File: config.mk
export PLATFORM = sky130hd
export DESIGN_NAME = fp_blank_ctrl
export DESIGN_NICKNAME = d
export VERILOG_FILES = /design/src/rtl/fpb_pkg.sv /design/src/rtl/fpb_regs.sv /design/src/rtl/fpb_sync.sv /design/src/rtl/fpb_fmt.sv /design/src/rtl/fp_blank_ctrl.sv
export SDC_FILE = /design/constraint.sdc
export NUM_CORES = 1
export LEC_CHECK = 0
export BUFFER_PORTS_ARGS = -buffer_cell sky130_fd_sc_hd__buf_2
export CORE_MARGIN = 5
export CORE_UTILIZATION = 53
export CTS_BUF_LIST = sky130_fd_sc_hd__clkbuf_4
export DETAILED_ROUTE_END_ITERATION = 7
export MAX_ROUTING_LAYER = met4
export PLACE_DENSITY = 0.82
export SLEW_MARGIN = 20
export SYNTH_ARGS = -nofsm -noshare
export SYNTH_HDL_FRONTEND = slang
export SYNTH_SLANG_ARGS = --single-unit
File: constraint.sdc
create_clock -name clk -period 2.1 [get_ports clk]
set_clock_uncertainty 0.1 [all_clocks]
set_input_delay 0.42 -clock clk [delete_from_list [all_inputs] [get_ports clk]]
set_output_delay 0.42 -clock clk [all_outputs]
set_load 0.01 [all_outputs]
File: src/rtl/fpb_pkg.sv
`timescale 1ns/1ps
package fpb_pkg;
    localparam int PIX_W  = 8;
    localparam int BUS_W  = 36;
    localparam int HALF_W = BUS_W / 2;
    localparam int REG_W  = 8;

    typedef enum logic [1:0] {
        WID_16  = 2'b00,
        WID_24  = 2'b01,
        WID_RSV = 2'b10,
        WID_36  = 2'b11
    } wid_e;

    typedef struct packed {
        wid_e       wid;
        logic       vb_force_hi;
        logic       vb_lp_keep;
        logic       de_hb_only;
        logic [2:0] spare;
    } ctrl_t;

    typedef struct packed {
        logic [PIX_W-1:0] r;
        logic [PIX_W-1:0] g;
        logic [PIX_W-1:0] b;
    } pix_t;

    function automatic logic [BUS_W-1:0] pack565(input pix_t p);
        logic [BUS_W-1:0] w;
        w = '0;
        w[15:0] = {p.r[PIX_W-1 -: 5], p.g[PIX_W-1 -: 6], p.b[PIX_W-1 -: 5]};
        return w;
    endfunction

    function automatic logic [BUS_W-1:0] pack888(input pix_t p);
        logic [BUS_W-1:0] w;
        w = '0;
        w[3*PIX_W-1:0] = p;
        return w;
    endfunction

    function automatic logic [HALF_W-1:0] pack666(input pix_t p);
        return {p.r[PIX_W-1 -: 6], p.g[PIX_W-1 -: 6], p.b[PIX_W-1 -: 6]};
    endfunction
endpackage

File: src/rtl/fpb_regs.sv
`timescale 1ns/1ps
module fpb_regs
    import fpb_pkg::*;
#(
    parameter int              ADDR_W   = 16,
    parameter logic [ADDR_W-1:0] IDX_ADDR = 16'h03D0,
    parameter logic [ADDR_W-1:0] DAT_ADDR = 16'h03D1,
    parameter logic [REG_W-1:0]  CTRL_IDX = 8'h12
) (
    input  logic              clk,
    input  logic              rst,
    input  logic [ADDR_W-1:0] io_addr,
    input  logic              io_wr,
    input  logic [REG_W-1:0]  io_wdata,
    output logic [REG_W-1:0]  io_rdata,
    output ctrl_t             ctrl
);
    logic [REG_W-1:0] index_q;
    ctrl_t            ctrl_q;
    logic             ctrl_sel;

    assign ctrl_sel = (io_addr == DAT_ADDR) && (index_q == CTRL_IDX);

    always_ff @(posedge clk) begin
        if (rst) begin
            index_q <= '0;
            ctrl_q  <= '0;
        end else if (io_wr) begin
            if (io_addr == IDX_ADDR)
                index_q <= io_wdata;
            else if (ctrl_sel)
                ctrl_q <= ctrl_t'(io_wdata);
        end
    end

    always_comb begin
        if (io_addr == IDX_ADDR)
            io_rdata = index_q;
        else if (ctrl_sel)
            io_rdata = ctrl_q;
        else
            io_rdata = '0;
    end

    assign ctrl = ctrl_q;
endmodule

File: src/rtl/fpb_sync.sv
`timescale 1ns/1ps
module fpb_sync (
    input  logic clk,
    input  logic rst,
    input  logic hblank,
    input  logic vblank,
    input  logic lp_strobe,
    input  logic keep_vb,
    output logic de,
    output logic lp
);
    logic vb_gate;

    assign vb_gate = vblank & ~keep_vb;

    always_ff @(posedge clk) begin
        if (rst) begin
            de <= 1'b0;
            lp <= 1'b0;
        end else begin
            de <= ~hblank & ~vb_gate;
            lp <= lp_strobe & ~vb_gate;
        end
    end
endmodule

File: src/rtl/fpb_fmt.sv
`timescale 1ns/1ps
module fpb_fmt
    import fpb_pkg::*;
(
    input  logic             clk,
    input  logic             rst,
    input  wid_e             wid,
    input  logic             force_hi,
    input  logic             hblank,
    input  logic             vblank,
    input  pix_t             pix,
    output logic [BUS_W-1:0] data
);
    logic              phase_q;
    logic [HALF_W-1:0] hold_q;
    logic              wide;
    logic              force_now;

    assign wide      = (wid == WID_36);
    assign force_now = vblank & force_hi;

    always_ff @(posedge clk) begin
        if (rst) begin
            phase_q <= 1'b0;
            hold_q  <= '0;
            data    <= '0;
        end else begin
            phase_q <= wide & ~hblank & ~phase_q;
            if (wide && !phase_q)
                hold_q <= pack666(pix);
            if (force_now)
                data <= '1;
            else begin
                unique case (wid)
                    WID_24: data <= pack888(pix);
                    WID_36: if (phase_q) data <= {pack666(pix), hold_q};
                    default: data <= pack565(pix);
                endcase
            end
        end
    end
endmodule

File: src/rtl/fp_blank_ctrl.sv
`timescale 1ns/1ps
module fp_blank_ctrl
    import fpb_pkg::*;
#(
    parameter int                ADDR_W   = 16,
    parameter logic [ADDR_W-1:0] IDX_ADDR = 16'h03D0,
    parameter logic [ADDR_W-1:0] DAT_ADDR = 16'h03D1,
    parameter logic [REG_W-1:0]  CTRL_IDX = 8'h12
) (
    input  logic              clk,
    input  logic              rst,
    input  logic [ADDR_W-1:0] io_addr,
    input  logic              io_wr,
    input  logic [REG_W-1:0]  io_wdata,
    output logic [REG_W-1:0]  io_rdata,
    input  logic              hblank,
    input  logic              vblank,
    input  logic              lp_strobe,
    input  logic [PIX_W-1:0]  pix_r,
    input  logic [PIX_W-1:0]  pix_g,
    input  logic [PIX_W-1:0]  pix_b,
    output logic [BUS_W-1:0]  panel_data,
    output logic              panel_de,
    output logic              panel_lp
);
    ctrl_t ctrl_q;
    pix_t  pix;

    assign pix = '{r: pix_r, g: pix_g, b: pix_b};

    fpb_regs #(
        .ADDR_W  (ADDR_W),
        .IDX_ADDR(IDX_ADDR),
        .DAT_ADDR(DAT_ADDR),
        .CTRL_IDX(CTRL_IDX)
    ) u_regs (
        .clk     (clk),
        .rst     (rst),
        .io_addr (io_addr),
        .io_wr   (io_wr),
        .io_wdata(io_wdata),
        .io_rdata(io_rdata),
        .ctrl    (ctrl_q)
    );

    fpb_sync u_sync (
        .clk      (clk),
        .rst      (rst),
        .hblank   (hblank),
        .vblank   (vblank),
        .lp_strobe(lp_strobe),
        .keep_vb  (ctrl_q.de_hb_only | ctrl_q.vb_lp_keep),
        .de       (panel_de),
        .lp       (panel_lp)
    );

    fpb_fmt u_fmt (
        .clk     (clk),
        .rst     (rst),
        .wid     (ctrl_q.wid),
        .force_hi(ctrl_q.vb_force_hi),
        .hblank  (hblank),
        .vblank  (vblank),
        .pix     (pix),
        .data    (panel_data)
    );
endmodule

==> flow_summary.toml <==
[status]
status = "finished with violations"
violations = "negative setup slack"

[clocking]
cts_hold_buf = 0
cts_max_level = 3
ctsRootBufferMaster = "clkbuf_4"
clk_pin_slew_ns = 0.11
clk_path_buf_depth = 2
tritoncts = "done"
cts_inserted_buffers = 9
clk_latency_ns = 0.40
clkSinkCount = 73

[synth]
yosysSeqAreaShare_pct = 44.9
async_flop_share_pct = 0
synth_seq_cells = 73
synth_top_area_cell = "dfxtp_1"
yosys-top-cells-area = "dfxtp_1 (45%), nand2_1 (9.0%), a21oi_1 (8.3%)"
synth.avg_cell_area_um2 = 8.54
postSynthCellCount = 381
synth_cell_types = 29
synth_edf_count = 0
synth_fp_nets = 435
yosysWarningCount = 0
synth_area_um2 = 3250
ys.flop_type = "dfxtp_1"
synth_top_area_share_pct = 44.9

[sta]
fin_crit_sh_pct = 108
layout_min_cycle_time_ns = 2.26
finalHoldViolations = 0
setup_violations = 8
max_freq_mhz = 443
timing.final.ws_setup_ns = -0.160
drv_slew = 0
hold-worst-slack_ns = 0.123
max_slew.worst_pin.slew_ns = 0.617
rsz0062_at_grt = "true"
slew_headroom_pct = 58.9

[die]
pin_count = 100
initial_core_util_pct = 54.6
dieHeight_um = 88.3
dieArea_um2 = 7800
die_w_um = 88.3
core_area_um2 = 5960
rows = 28

[grt]
grt_usage_pct = 24.4
met3_usage_pct = 4.00
grt_max_degree = 74
gr-usage-met2_pct = 40.0
antenna_found_initial = 0
grt_first_pass_wirelength_um = 14600
grt_pass1_vias = 2995
grt.overflow.total = 0
gr-max-usage-layer = "met2"
grt.met1_usage_pct = 30.0

[route]
drtIter0Drc = 275
ant_nets = 0
drt-vias-per-instance = 5.92
wl_um = 9210
first_pass_iters = 5
avgRoutedWirePerCell_um = 16.7
drc_errors = 0
vias = 3258

[final_layout]
utilization_pct = 67.2
diodes = 0
syn_to_final_growth_pct = 23.0
drive_gt1_share_pct = 29.3
nets = 524
fin_cells = 550

[worst_setup_path]
reg2regPathDepth = 5
start_kind = "flop"
critPathRequiredTime_ns = 1.58
endpoint_kind = "primary output"
worstReg2RegStart = "u_regs.index_q[5]"
rrSetupSlack_ns = 0.40
crit_path_end = "io_rdata[5]"
max_stage_delay_ns = 0.36
crit_slowest_cell = "dfxtp_2"
worstPathMaxFanout = 8
timing_worst_setup_path_type = "flop to primary output"
startpoint = "u_regs.index_q[5]"
r2r-end = "u_regs.ctrl[3]"
cp.arrival_ns = 1.74
crit_chain = "nor4b_4 > nand3_2 > nor2_4 > a22o_1 > buf_2"

[job]
drv_cap = 0

[hold_path]
hold_path_class = "primary input to flop"

[placement]
dp.cells = 532
gp_congestion = 0.895
io_buffers = 99
hpwl_um = 6090

[power]
p_leak_uw = 0.00150
pwr_density_cell_nw_per_um2 = 672
ir_drop_uv = 438
==> flip-flops by register name, summed over array words and instances (netlist names) <==
| name | count |
|---|---|
| u_fmt.data | 36 |
| u_fmt.hold_q | 18 |
| u_regs.ctrl | 8 |
| u_regs.index_q | 8 |
| u_fmt.phase_q | 1 |
| u_sync.de | 1 |
| u_sync.lp | 1 |
==> layout by cell type, fill, tap and decap left out, types with 3 or more instances in the layout <==
cell type / Yosys / routed
a21oi_1: 54 / 54
a22o_1: 8 / 8
a22oi_1: 12 / 12
a31oi_1: 16 / 16
buf_2: 17 / 99
buf_4: 2 / 12
bufinv_16: 0 / 3
clkbuf_4: 0 / 10
dfxtp_1: 73 / 71
mux2i_1: 24 / 24
nand2_1: 78 / 78
nand3_1: 10 / 9
nand4_1: 10 / 10
nor3b_1: 4 / 4
o211ai_1: 24 / 24
o21ai_0: 16 / 16
==> cell type report <==
type	instances	area (um2)
Sequential cell	73	1460
Fill cell	545	1950
Multi-Input combinational cell	272	1630
Clock inverter	6	106
Tap cell	75	93.8
Inverter	1	3.75
Clock buffer	10	75.1
Timing Repair Buffer	113	626
==> synth_stat cells (all sizes together) (2+ instances only) <==
cell	number
a22oi	12
and4bb	2
mux2i	24
nand4	10
o21ai	16
and4	2
o211ai	24
and3	2
a21oi	54
clkbuf	14
nor2	3
a31oi	16
nand3	10
nor3	2
dfxtp	73
nor4b	2
nor3b	4
a22o	8
nand2	78
buf	21
==> report_power, final <==
group          leakage, uW  switching, uW  internal (uW)  total (uW)
Combinational     0.000809            100           77.0         177
Sequential        0.000594           8.69           1400        1410
Clock            0.0000940            491            611        1100
==> how the worst min path moves through the flow <==
| stage | depth (start not counted) | slack, ns | start | endpoint |
|---|---|---|---|---|
| after global placement | 2 | 0.34 | u_fmt.hold_q[14] | u_fmt.hold_q[14] |
| after floorplan | 2 | 0.34 | u_fmt.hold_q[0] | u_fmt.hold_q[0] |
| after global routing | 2 | 0.09 | hblank | u_fmt.phase_q |
| after detailed placement | 2 | 0.35 | u_fmt.hold_q[14] | u_fmt.hold_q[14] |
| final | 2 | 0.12 | hblank | u_fmt.phase_q |
| after CTS | 2 | 0.1 | hblank | u_fmt.phase_q |
==> what timing repair did <==
item / 4_1_cts / 5_1_grt
endpoints found under the hold margin: 0 / 0
resized for setup: 4 / 0
setup endpoints to repair: 8 / 8
pin swaps: 6 / 4
buffers inserted: 2 / 0
==> worst max-delay path: cells and delay by family (launching register included) <==
family | cells | cell delay, ns
flip-flops | 1 | 0.36
AND/OR/NAND/NOR | 3 | 0.69
AO/OA/AOI/OAI | 1 | 0.17
buffers and inverters | 1 | 0.13
==> metal layers <==
layer	wire (um)	vias up
met5	0	-
met4	132	0
met3	686	15
met2	4630	144
met1	3760	1528
li1	-	1571
==> cell families after synthesis <==
kind of cell / synth area share (%)
compound gates: 24.3
buf+inv: 5.27
flops: 44.9
mux: 7.39
simple gates: 18.1
==> through the flow <==
| stage | power, uW | worst slack [ns] | setup TNS [ns] | cell area [um2] |
|---|---|---|---|---|
| 2_1_floorplan | 1510 | 0.145 | 0 | 3250 |
| 4_1_cts | 2700 | -0.173 | -1.32 | 4000 |
| 6_report | 2690 | -0.160 | -1.17 | 4000 |
| 3_3_place_gp | 1610 | 0.0225 | 0 | 3790 |
| 3_5_place_dp | 1620 | -0.0660 | -0.470 | 3790 |
| 5_1_grt | 2780 | -0.244 | -1.87 | 4000 |
No activity file was read; power rests on OpenSTA's default activity.
